<file path="src/rtl/disp_timing_pkg.sv">
package disp_timing_pkg;
  parameter int CNT_W  = 12;
  parameter int DATA_W = 32;
  parameter int ADDR_W = 3;
  parameter int HI_LSB = 16;

  localparam logic [ADDR_W-1:0] A_HTOT = ADDR_W'(0);
  localparam logic [ADDR_W-1:0] A_HSYN = ADDR_W'(1);
  localparam logic [ADDR_W-1:0] A_VTOT = ADDR_W'(2);
  localparam logic [ADDR_W-1:0] A_VSYN = ADDR_W'(3);
  localparam logic [ADDR_W-1:0] A_CTRL = ADDR_W'(4);

  typedef struct packed {
    logic clk_fall;
    logic vs_high;
    logic hs_high;
    logic plane_on;
    logic timing_on;
  } ctrl_t;

  localparam int CTRL_W = $bits(ctrl_t);
endpackage

</file>
<file path="src/rtl/disp_regfile.sv">
module disp_regfile
  import disp_timing_pkg::*;
#(
  parameter int CW = CNT_W,
  parameter int DW = DATA_W,
  parameter int AW = ADDR_W
) (
  input  logic          clk,
  input  logic          rst_n,
  input  logic          wr_en,
  input  logic [AW-1:0] wr_addr,
  input  logic [DW-1:0] wr_data,
  input  logic          vs_rise,
  output logic [CW-1:0] h_tot,
  output logic [CW-1:0] h_end,
  output logic [CW-1:0] h_ss,
  output logic [CW-1:0] h_sw,
  output logic [CW-1:0] v_tot,
  output logic [CW-1:0] v_end,
  output logic [CW-1:0] v_ss,
  output logic [CW-1:0] v_sw,
  output ctrl_t         live
);
  localparam int LO_MSB = CW - 1;
  localparam int HI_MSB = HI_LSB + CW - 1;

  logic [CW-1:0] h_tot_d, h_end_d, h_ss_d, h_sw_d;
  logic [CW-1:0] v_tot_d, v_end_d, v_ss_d, v_sw_d;
  ctrl_t         pend_q, pend_d, live_d;
  logic          pend_v_q, pend_v_d;
  logic          apply;
  logic          unused_ok;

  assign unused_ok = ^wr_data;
  assign apply     = pend_v_q && (vs_rise || !live.timing_on);

  always_comb begin
    h_tot_d  = h_tot;
    h_end_d  = h_end;
    h_ss_d   = h_ss;
    h_sw_d   = h_sw;
    v_tot_d  = v_tot;
    v_end_d  = v_end;
    v_ss_d   = v_ss;
    v_sw_d   = v_sw;
    pend_d   = pend_q;
    pend_v_d = pend_v_q;
    live_d   = live;
    if (apply) begin
      live_d   = pend_q;
      pend_v_d = 1'b0;
    end
    if (wr_en) begin
      unique case (wr_addr)
        A_HTOT: begin
          h_tot_d = wr_data[HI_MSB:HI_LSB];
          h_end_d = wr_data[LO_MSB:0];
        end
        A_HSYN: begin
          h_sw_d = wr_data[HI_MSB:HI_LSB];
          h_ss_d = wr_data[LO_MSB:0];
        end
        A_VTOT: begin
          v_tot_d = wr_data[HI_MSB:HI_LSB];
          v_end_d = wr_data[LO_MSB:0];
        end
        A_VSYN: begin
          v_sw_d = wr_data[HI_MSB:HI_LSB];
          v_ss_d = wr_data[LO_MSB:0];
        end
        A_CTRL: begin
          pend_d   = ctrl_t'(wr_data[CTRL_W-1:0]);
          pend_v_d = 1'b1;
        end
        default: ;
      endcase
    end
  end

  always_ff @(posedge clk or negedge rst_n) begin
    if (!rst_n) begin
      h_tot    <= '0;
      h_end    <= '0;
      h_ss     <= '0;
      h_sw     <= '0;
      v_tot    <= '0;
      v_end    <= '0;
      v_ss     <= '0;
      v_sw     <= '0;
      pend_q   <= '0;
      pend_v_q <= 1'b0;
      live     <= '0;
    end else begin
      h_tot    <= h_tot_d;
      h_end    <= h_end_d;
      h_ss     <= h_ss_d;
      h_sw     <= h_sw_d;
      v_tot    <= v_tot_d;
      v_end    <= v_end_d;
      v_ss     <= v_ss_d;
      v_sw     <= v_sw_d;
      pend_q   <= pend_d;
      pend_v_q <= pend_v_d;
      live     <= live_d;
    end
  end

  // with nothing pending, the live control copy cannot move
  p_live_stable_r7: assert property (@(posedge clk) disable iff (!rst_n)
    !pend_v_q |=> $stable(live));
endmodule

</file>
<file path="src/rtl/disp_counter.sv">
module disp_counter #(
  parameter int CW = 12
) (
  input  logic          clk,
  input  logic          rst_n,
  input  logic          en,
  input  logic [CW-1:0] h_tot,
  input  logic [CW-1:0] v_tot,
  output logic [CW-1:0] hcnt,
  output logic [CW-1:0] vcnt
);
  logic [CW-1:0] hcnt_d, vcnt_d;
  logic          h_wrap, v_wrap;

  assign h_wrap = (hcnt >= h_tot);
  assign v_wrap = (vcnt >= v_tot);

  always_comb begin
    hcnt_d = hcnt;
    vcnt_d = vcnt;
    if (en) begin
      if (h_wrap) begin
        hcnt_d = '0;
        vcnt_d = v_wrap ? '0 : vcnt + 1'b1;
      end else begin
        hcnt_d = hcnt + 1'b1;
      end
    end
  end

  always_ff @(posedge clk or negedge rst_n) begin
    if (!rst_n) begin
      hcnt <= '0;
      vcnt <= '0;
    end else begin
      hcnt <= hcnt_d;
      vcnt <= vcnt_d;
    end
  end

  // counters hold while timing is stopped
  p_hold_r5: assert property (@(posedge clk) disable iff (!rst_n)
    !en |=> $stable(hcnt) && $stable(vcnt));

  // pixel counter returns to zero after the total
  p_wrap_r1: assert property (@(posedge clk) disable iff (!rst_n)
    en && (hcnt >= h_tot) |=> hcnt == '0);
endmodule

</file>
<file path="src/rtl/disp_axis_cmp.sv">
module disp_axis_cmp #(
  parameter int CW = 12
) (
  input  logic          en,
  input  logic [CW-1:0] cnt,
  input  logic [CW-1:0] start,
  input  logic [CW-1:0] len,
  output logic          act
);
  logic [CW:0] stop;

  assign stop = {1'b0, start} + {1'b0, len};
  assign act  = en && (cnt >= start) && ({1'b0, cnt} < stop);
endmodule

</file>
<file path="src/rtl/disp_timing_gen.sv">
module disp_timing_gen
  import disp_timing_pkg::*;
(
  input  logic              clk,
  input  logic              rst_n,
  input  logic              wr_en,
  input  logic [ADDR_W-1:0] wr_addr,
  input  logic [DATA_W-1:0] wr_data,
  output logic              hsync,
  output logic              vsync,
  output logic              de,
  output logic [CNT_W-1:0]  pix_x,
  output logic [CNT_W-1:0]  pix_y,
  output logic              pclk_fall,
  output logic [DATA_W-1:0] ctrl_rd
);
  localparam int NAX = 2;

  logic [CNT_W-1:0] h_tot, h_end, h_ss, h_sw;
  logic [CNT_W-1:0] v_tot, v_end, v_ss, v_sw;
  logic [CNT_W-1:0] hcnt, vcnt;
  ctrl_t            live;
  logic             vs_rise;
  logic             vact_q, vact_d;

  logic [CNT_W-1:0] ax_cnt   [NAX];
  logic [CNT_W-1:0] ax_start [NAX];
  logic [CNT_W-1:0] ax_len   [NAX];
  logic             ax_pol   [NAX];
  logic             ax_act   [NAX];
  logic             ax_out   [NAX];

  disp_regfile #(.CW(CNT_W), .DW(DATA_W), .AW(ADDR_W)) regs_i (
    .clk     (clk),
    .rst_n   (rst_n),
    .wr_en   (wr_en),
    .wr_addr (wr_addr),
    .wr_data (wr_data),
    .vs_rise (vs_rise),
    .h_tot   (h_tot),
    .h_end   (h_end),
    .h_ss    (h_ss),
    .h_sw    (h_sw),
    .v_tot   (v_tot),
    .v_end   (v_end),
    .v_ss    (v_ss),
    .v_sw    (v_sw),
    .live    (live)
  );

  disp_counter #(.CW(CNT_W)) cnt_i (
    .clk   (clk),
    .rst_n (rst_n),
    .en    (live.timing_on),
    .h_tot (h_tot),
    .v_tot (v_tot),
    .hcnt  (hcnt),
    .vcnt  (vcnt)
  );

  assign ax_cnt[0]   = hcnt;
  assign ax_start[0] = h_ss;
  assign ax_len[0]   = h_sw;
  assign ax_pol[0]   = live.hs_high;
  assign ax_cnt[1]   = vcnt;
  assign ax_start[1] = v_ss;
  assign ax_len[1]   = v_sw;
  assign ax_pol[1]   = live.vs_high;

  for (genvar g = 0; g < NAX; g++) begin : g_axis
    disp_axis_cmp #(.CW(CNT_W)) cmp_i (
      .en    (live.timing_on),
      .cnt   (ax_cnt[g]),
      .start (ax_start[g]),
      .len   (ax_len[g]),
      .act   (ax_act[g])
    );
    assign ax_out[g] = ax_pol[g] ? ax_act[g] : !ax_act[g];
  end

  assign vact_d  = ax_act[1];
  assign vs_rise = ax_act[1] && !vact_q;

  always_ff @(posedge clk or negedge rst_n) begin
    if (!rst_n) vact_q <= 1'b0;
    else        vact_q <= vact_d;
  end

  assign hsync     = ax_out[0];
  assign vsync     = ax_out[1];
  assign de        = live.timing_on && live.plane_on &&
                     (hcnt <= h_end) && (vcnt <= v_end);
  assign pix_x     = hcnt;
  assign pix_y     = vcnt;
  assign pclk_fall = live.clk_fall;
  assign ctrl_rd   = {{(DATA_W-CTRL_W){1'b0}}, live};

  // stopped timing leaves both sync comparators idle
  p_idle_inactive_r5: assert property (@(posedge clk) disable iff (!rst_n)
    !live.timing_on |-> !ax_act[0] && !ax_act[1]);

  // data enable only inside the active window
  p_de_window_r2: assert property (@(posedge clk) disable iff (!rst_n)
    de |-> (pix_x <= h_end) && (pix_y <= v_end));
endmodule

</file>
<file path="config.mk">
export PLATFORM = sky130hd
export DESIGN_NAME = disp_timing_gen
export DESIGN_NICKNAME = d
export VERILOG_FILES = /design/src/rtl/disp_timing_pkg.sv /design/src/rtl/disp_regfile.sv /design/src/rtl/disp_counter.sv /design/src/rtl/disp_axis_cmp.sv /design/src/rtl/disp_timing_gen.sv
export SDC_FILE = /design/constraint.sdc
export NUM_CORES = 1
export LEC_CHECK = 0
export BUFFER_PORTS_ARGS = -buffer_cell sky130_fd_sc_hd__buf_2
export CAP_MARGIN = 20
export CORE_AREA = 3 3 134 136
export CTS_CLUSTER_DIAMETER = 120
export DETAILED_ROUTE_END_ITERATION = 6
export DIE_AREA = 0 0 137 139
export PLACE_DENSITY = 0.73
export SYNTH_ARGS = -nofsm -noshare
export SYNTH_HDL_FRONTEND = slang
export SYNTH_HIERARCHICAL = 1
export SYNTH_SLANG_ARGS = --single-unit
export TNS_END_PERCENT = 10
</file>
<file path="constraint.sdc">
create_clock -name clk -period 11.8 [get_ports clk]
set_clock_uncertainty 0.15 [all_clocks]
set_input_delay 0.59 -clock clk [delete_from_list [all_inputs] [get_ports clk]]
set_output_delay 0.59 -clock clk [all_outputs]
set_load 0.005 [all_outputs]
</file>
-- Word level (Yosys, flattened, before mapping)
Cells that the tools add are included.
Widths: inputs -> output; s select.
- mux-type cells: 7
- magnitude comparators: 8
- add/subtract/negate cells: 4
- eq/ne operators: 4
- reductions and logical operators: 21
- operators by type and width (cell ; count):
    $ge 12x12->1 ; 4
    $add 12x12->13 ; 2
    $lt 12x13->1 ; 2
    $add 12x1->12 const B ; 2
    $le 12x12->1 ; 2
    $mux 12 ; 2
    $reduce_and 2->1 ; 6
    $logic_and 1x1->1 ; 9
    $eq 3x2->1 const B ; 2
    $mux 1 ; 5
    $logic_not 1->1 ; 4
    $eq 3x1->1 const B ; 1
    $eq 3x3->1 const B ; 1
    $logic_not 3->1 ; 1
    $logic_or 1x1->1 ; 1
- flip-flop bits (word level): 132

-- Logic depth before layout (Yosys ltp)
Gate-level depths: netlist (run 1).
- word-level depth: 9
- depth in mapped cells: 17

-- Modules after synthesis
The synthesis (run 1) kept the hierarchy.
- by module, submodules not included (module ; area each (um^2) ; sequential area each (um^2) ; cells each ; times used):
    disp_regfile ; 4134.0 ; 2677.6 ; 234 ; 1
    disp_axis_cmp ; 1167.4 ; 0.0 ; 149 ; 2
    disp_counter ; 1855.5 ; 600.6 ; 208 ; 1
    disp_timing_gen ; 885.8 ; 25.0 ; 121 ; 1

-- Least setup slack after synthesis (run 1)
No wires, ideal clock.
- kind: flip-flop to flip-flop
- start: reg regs_i.v_ss[0]
- end: reg, netlist name regs_i/live[1]
- path buffers: 0
- period minus slack after synthesis: 3.851 ns
- required time: 11.525 ns
- arrival time: 3.576 ns
- stages on the path, launching flop included: 17
- library setup time: 0.125 ns
- path slack: 7.949 ns
- cells stage by stage: dfrtp_1 -> ha_1 -> inv_1 -> fa_1 -> nor2b_4 -> o31a_4 -> a41oi_4 -> o2111a_1 -> a311oi_2 -> ha_1 -> nand4_1 -> o31ai_1 -> a32oi_1 -> o2111a_1 -> nor2b_1 -> o21ai_0 -> mux2_2
- RTL lines (what ; RTL line ; source):
    start: declaration ; disp_regfile.sv:20 ; output logic [CW-1:0] v_ss,
    start signal: assignment ; disp_regfile.sv:100 ; v_ss <= v_ss_d;

==> reports/metrics.cfg, run 1 <==
[timing]
finalSetupViolations=0
worst_pin_slew_ns=0.829
final_hold_viol_count=0
fmax_ghz=0.217
drv_slew=0
maxSlewHeadroom=0.433
tns_ns=0
fin_crit_sh=0.391
rsz0062_at_grt=no
finalCriticalPeriod_ns=4.61

[global_route]
track_usage=0.226
grt_max_degree=87
grt_pass1_wl_um=33900
grt_pass1_vias=6527
antenna_found_initial=1
grt_overflow_total=0

[placed_design]
hpwl_um=14900
place_congestion=0.893
postPlaceCellArea_mm2=0.00961
portBuffers=62

[run]
drv_cap=0

[logic_synthesis]
yosys_warnings=6
synth_ff_type=dfrtp_1
netlist_area_mm2=0.00921
ys_seq_area_frac=0.359
synth_edf_count=0
yosys_register_bits=132
syn_area_per_cell_um2=10.7
async_flop_share=1.00
synth_cell_types=68
syn_inst=861

[routing]
drtAntennaViolNets=0
dr_total_vias=6562
drt_iter0_markers=446
wl_per_cell_um=17.5
drtPass1Iterations=5
drc_errors=0
wirelength_um=20500
vias_per_cell=5.62

[min_path]
worstHoldPathType=in2async

[power_and_ir_drop]
intPower_mw=1.23
p_clk_frac=0.271
p_total_mw=1.92
swShare=0.360
sequentialPowerShare=0.339
irDropWorstVdd_v=0.000108
power_density_mw_per_mm2=188
p_leak_nw=5.18
power_frac_comb=0.391
switching_power_uw=689

[worst_setup_path]
worst_ep_required_time_ns=11.06
critPathLaunchType=register
cp-end-kind=output pin
path_max_fanout=6
arrival_ns=3.87
path_class=reg2out

[cts]
tritoncts=done
post_cts_buffers=0
clkSinkCount=132
holdBufCountCts=0
cts_htree_levels=4
root_buffer=clkbuf_16
cts_buffer_depth=2
ctsResizeCount=0
clk_latency_ns=0.42
clk_pin_slew_ns=0.06
cts_buffers=17

[die]
io_pins=98
start_util=0.540
die_w_um=137
die_y_um=139
die-area_mm2=0.0190
num_rows=48
core_area_mm2=0.0171

[outcome]
status=complete, no violations

[finish]
drive_gt1_frac=0.205
final_common_cell=dfrtp_1
fillers=1422
nets=1090
final_area_mm2=0.0102
syn_to_final_growth_pct=10.6
final_util=0.597
diodes=0
seq_area_mm2=0.00330
multi_input_area_mm2=0.00530
final_cell_mix=132 x dfrtp_1, 120 x ha_1, 101 x inv_1, 61 x buf_2, 46 x mux2_2

## area by class of cell
| class | instances | area share |
|---|---|---|
| Multi-Input combinational cell | 612 | 0.520 |
| Tap cell | 225 | 0.0276 |
| Clock inverter | 8 | 0.00995 |
| Timing Repair Buffer | 66 | 0.0340 |
| Clock buffer | 23 | 0.0469 |
| Inverter | 101 | 0.0372 |
| Sequential cell | 132 | 0.324 |
## cell families after synthesis
logic type,synth area share
AO/OA/AOI/OAI,0.141
AND/OR/NAND/NOR,0.0950
buffers and inverters,0.0770
flip-flops,0.359
adder cells (fa/ha/maj),0.167
multiplexers,0.143
XOR/XNOR,0.0171
other,0.000407
## per-layer routing
metal | up-vias | global-route usage | part of all wire
met5 | - | 0 | 0.00059
met4 | 2 | 0.0840 | 0.024
met3 | 28 | 0.0475 | 0.044
met2 | 142 | 0.342 | 0.45
met1 | 3183 | 0.320 | 0.48
li1 | 3207 | - | -
## flip-flops by register name (all words and copies together), names as in the netlist
name / cells
regs_i/v_end: 12
regs_i/pend_q: 5
regs_i/pend_v_q: 1
regs_i/v_tot: 12
regs_i/live: 5
regs_i/h_sw: 12
regs_i/h_ss: 12
regs_i/h_end: 12
regs_i/h_tot: 12
regs_i/v_ss: 12
vact_q: 1
cnt_i/hcnt: 12
cnt_i/vcnt: 12
regs_i/v_sw: 12
## synth_stat cells, types with 7 or more instances
master,count,share of area
dfrtp_1,132,0.36
ha_1,120,0.16
inv_1,101,0.041
mux2_2,46,0.056
nor2_1,42,0.017
mux2_1,40,0.049
a21oi_1,38,0.021
o21ai_0,35,0.019
buf_4,28,0.023
nand3_1,24,0.013
nand2_1,23,0.0094
mux2_4,20,0.033
a21o_1,15,0.012
nand4_1,13,0.0088
a22o_2,10,0.011
nand2b_1,10,0.0068
xor2_1,10,0.0095
o21a_1,9,0.0073
and3_1,8,0.0054
buf_6,8,0.0098
xnor2_1,8,0.0076
a211oi_1,7,0.0057
nor2b_1,7,0.0048
nor3_1,7,0.0038
## final timing paths
check                                     start          endpoint  slack, ns  cells past startpoint
worst max-delay path             regs_i/v_ss[5]             vsync       7.19                     13
worst min-delay path                      rst_n   regs_i/h_tot[9]       0.08                      1
worst max register to register   regs_i/v_ss[0]    regs_i/live[2]       7.37                     16
worst min register to register  regs_i/v_tot[8]   regs_i/v_tot[8]       0.33                      1
max in group asynchronous                 rst_n   regs_i/v_tot[1]      10.24                      2
min in group clk                    wr_data[11]  regs_i/h_end[11]       0.30                      2
## power by group through the flow
stage	logic, mW	registers, mW	clock network [mW]
floorplan	0.574	0.622	0
global route	0.851	0.664	0.547
global placement	0.711	0.652	0
finish	0.749	0.649	0.519
detailed placement	0.733	0.655	0
CTS	0.745	0.649	0.528
## critical path, stage by stage (launching register included)
cell       delay [ns]
dfrtp_1          0.39
ha_1             0.45
o21a_1           0.18
nor2_1           0.04
a2111oi_1        0.57
a2111oi_2        0.08
xor2_1           0.17
ha_1             0.33
a21oi_1          0.26
o211ai_1         0.16
a32oi_1          0.22
o2111a_1         0.33
xnor2_1          0.14
buf_2            0.13
## metrics by stage
step | instances | hold slack, ns | worst slack [ns]
floorplan | 887 | 0.144 | 7.95
global placement | 1136 | 0.317 | 7.46
detailed placement | 1136 | 0.325 | 7.40
CTS | 1167 | 0.119 | 7.22
global route | 1167 | 0.143 | 7.03
finish | 1167 | 0.0842 | 7.19
(Power assumes the default switching activity.)
==> inputs of run 2 (changes only) <==
==> constraint.sdc (replaced) <==
create_clock -name clk -period 4.66 [get_ports clk]
set_clock_uncertainty 0.15 [all_clocks]
set_input_delay 0.233 -clock clk [delete_from_list [all_inputs] [get_ports clk]]
set_output_delay 0.233 -clock clk [all_outputs]
set_load 0.005 [all_outputs]
==> run 2 against run 1 <==
  * Non-clock buffer count up 27
  * Die area unchanged
  * Largest power group unchanged
  * Cell area up 3.0%
  * Global-route usage up 0.18 points
  * Final cell count up 2.4%
  * Via count up 0.91%
  * Register-to-register slack worse by 6.9 ns
  * Combinational power rose to 2.6 times the previous value
  * Hold slack better by 0.096 ns
==> reports/metrics.cfg, run 2 (synthesized netlist as in run 1, its figures left out) <==
[outcome]
status=complete, no violations

[timing]
finalSetupViolations=0
finalCriticalPeriod_ns=4.24
tns_ns=0
rsz0062_at_grt=no
maxSlewHeadroom=0.436
drv_slew=0
fin_crit_sh=0.909
whs_ns=0.180
worst_pin_slew_ns=0.843
fmax_ghz=0.236
final_hold_viol_count=0

[worst_setup_path]
arrival_ns=3.85
worst-path-buf-inv=1
path_cells=ha_1 -> o21a_1 -> nor2_1 -> a2111oi_1 -> a2111oi_2 -> xor2_1 -> ha_1 -> a21oi_1 -> o211ai_1 -> a32oi_1 -> o2111a_1 -> xnor2_1 -> buf_2
worst_ep_required_time_ns=4.28
critPathLaunchType=register
cp_slowest_cell=a2111oi_1
path_max_fanout=6
reg2reg_setup_slack_ns=0.51
cpMostUsedCell=ha_1
crit_family=compound AO/OA/AOI/OAI gates
cp-end-kind=output pin
path_class=reg2out
slowest_delay_ns=0.60

[global_route]
grt_pass1_vias=6585
grt_pass1_wl_um=34300
track_usage=0.228
grt_overflow_total=0
met3_usage=0.0385
grt_max_degree=92
antenna_found_initial=0
grt-busiest-layer=met2
met2_usage=0.360
grt.met1_usage=0.327

[routing]
wirelength_um=20800
drt_iter0_markers=396
wl_per_cell_um=17.4
vias_per_cell=5.54
drtPass1Iterations=5
drtAntennaViolNets=0
dr_total_vias=6622
drc_errors=0

[min_path]
worstHoldPathType=in2reg

[cts]
clkSinkCount=132
cts_buffers=17
cts_htree_levels=4
cts_buffer_depth=2
tritoncts=done
root_buffer=clkbuf_16
clk_latency_ns=0.43
ctsResizeCount=0
clk_pin_slew_ns=0.06

[finish]
drive_gt1_frac=0.205
syn_to_final_growth_pct=14.0
final_area_mm2=0.0105
multi_input_area_mm2=0.00530
fillers=1398
nets=1117
diodes=0
seq_area_mm2=0.00330
final_cell_mix=132 x dfrtp_1, 120 x ha_1, 101 x inv_1, 61 x buf_2, 46 x mux2_2
final_util=0.615
final_common_cell=dfrtp_1

[die]
die_y_um=139
core_area_mm2=0.0171
die-area_mm2=0.0190
die_w_um=137
start_util=0.540
num_rows=48
io_pins=98

[power_and_ir_drop]
p_leak_nw=5.32
irDropWorstVdd_v=0.000313
power_density_mw_per_mm2=475

[placed_design]
portBuffers=62
hpwl_um=14900
place_congestion=0.884
postPlaceCellArea_mm2=0.00962

[run]
drv_cap=0

-- run 2: cell count changes in the layout (fill, tap and decap cells not counted) --
cell / previous run / this run
buf_4: 4 / 6
clkinvlp_4: 3 / 2
clkbuf_1: 3 / 0
clkinv_2: 2 / 1
dlygate4sd3_1: 0 / 25
bufinv_16: 2 / 3
clkbuf_8: 3 / 2
clkinv_4: 1 / 3
inv_6: 0 / 4
-- run 2: final cells by class --
type,instances,area share
multi-input cells,612,0.505
repair buffers,93,0.0583
clock inverters,13,0.0163
clock buffers,19,0.0432
inverters,101,0.0361
flip-flops and latches,132,0.315
well taps,225,0.0268
-- run 2: timing repair --
item	4_1_cts	5_1_grt
hold endpoints to repair	183	0
endpoints found under the setup margin	0	0
buffers inserted	0	0
hold buffers	25	0
-- run 2: metal layers --
| layer | up-vias | wire (um) |
|---|---|---|
| li1 | 3255 | - |
| met1 | 3206 | 10100 |
| met2 | 149 | 9700 |
| met3 | 12 | 827 |
| met4 | 0 | 146 |
| met5 | - | 0 |
-- run 2: worst paths after layout --
kind,to,startpoint,cells after the start
worst min register to register,regs_i/h_tot[10],regs_i/h_tot[10],1
worst max-delay path,hsync,regs_i/h_ss[5],13
min in group asynchronous,regs_i/h_tot[9],rst_n,2
worst max register to register,regs_i/live[3],regs_i/v_ss[0],17
max in group asynchronous,cnt_i/vcnt[2],rst_n,3
worst min-delay path,regs_i/pend_v_q,wr_addr[0],3
-- run 2: metrics by stage --
step | cells | power (mW) | worst slack, ns
5_1_grt | 1195 | 5.34 | 0.229
3_3_place_gp | 1138 | 3.46 | 0.630
2_1_floorplan | 887 | 3.03 | 0.809
3_5_place_dp | 1138 | 3.53 | 0.586
6_report | 1195 | 4.98 | 0.423
4_1_cts | 1195 | 5.00 | 0.489
-- run 2: power breakdown --
part | internal [mW] | total [mW] | switching [mW]
Combinational | 0.914 | 1.95 | 1.03
Clock | 0.877 | 1.41 | 0.531
Sequential | 1.39 | 1.63 | 0.233
Total | 3.19 | 4.98 | 1.80
-- run 2: worst reg2reg max path, stage by stage, from the launching register on --
cell      delay, ns
dfrtp_1        0.37
ha_1           0.20
inv_1          0.06
fa_1           0.44
nor2b_4        0.15
o31a_4         0.16
a41oi_4        0.16
o2111a_1       0.29
a311oi_2       0.27
ha_1           0.19
nand4_1        0.09
o31ai_1        0.26
a32oi_1        0.10
o2111a_1       0.32
nor2b_1        0.19
o21ai_0        0.17
buf_4          0.16
mux2_2         0.33
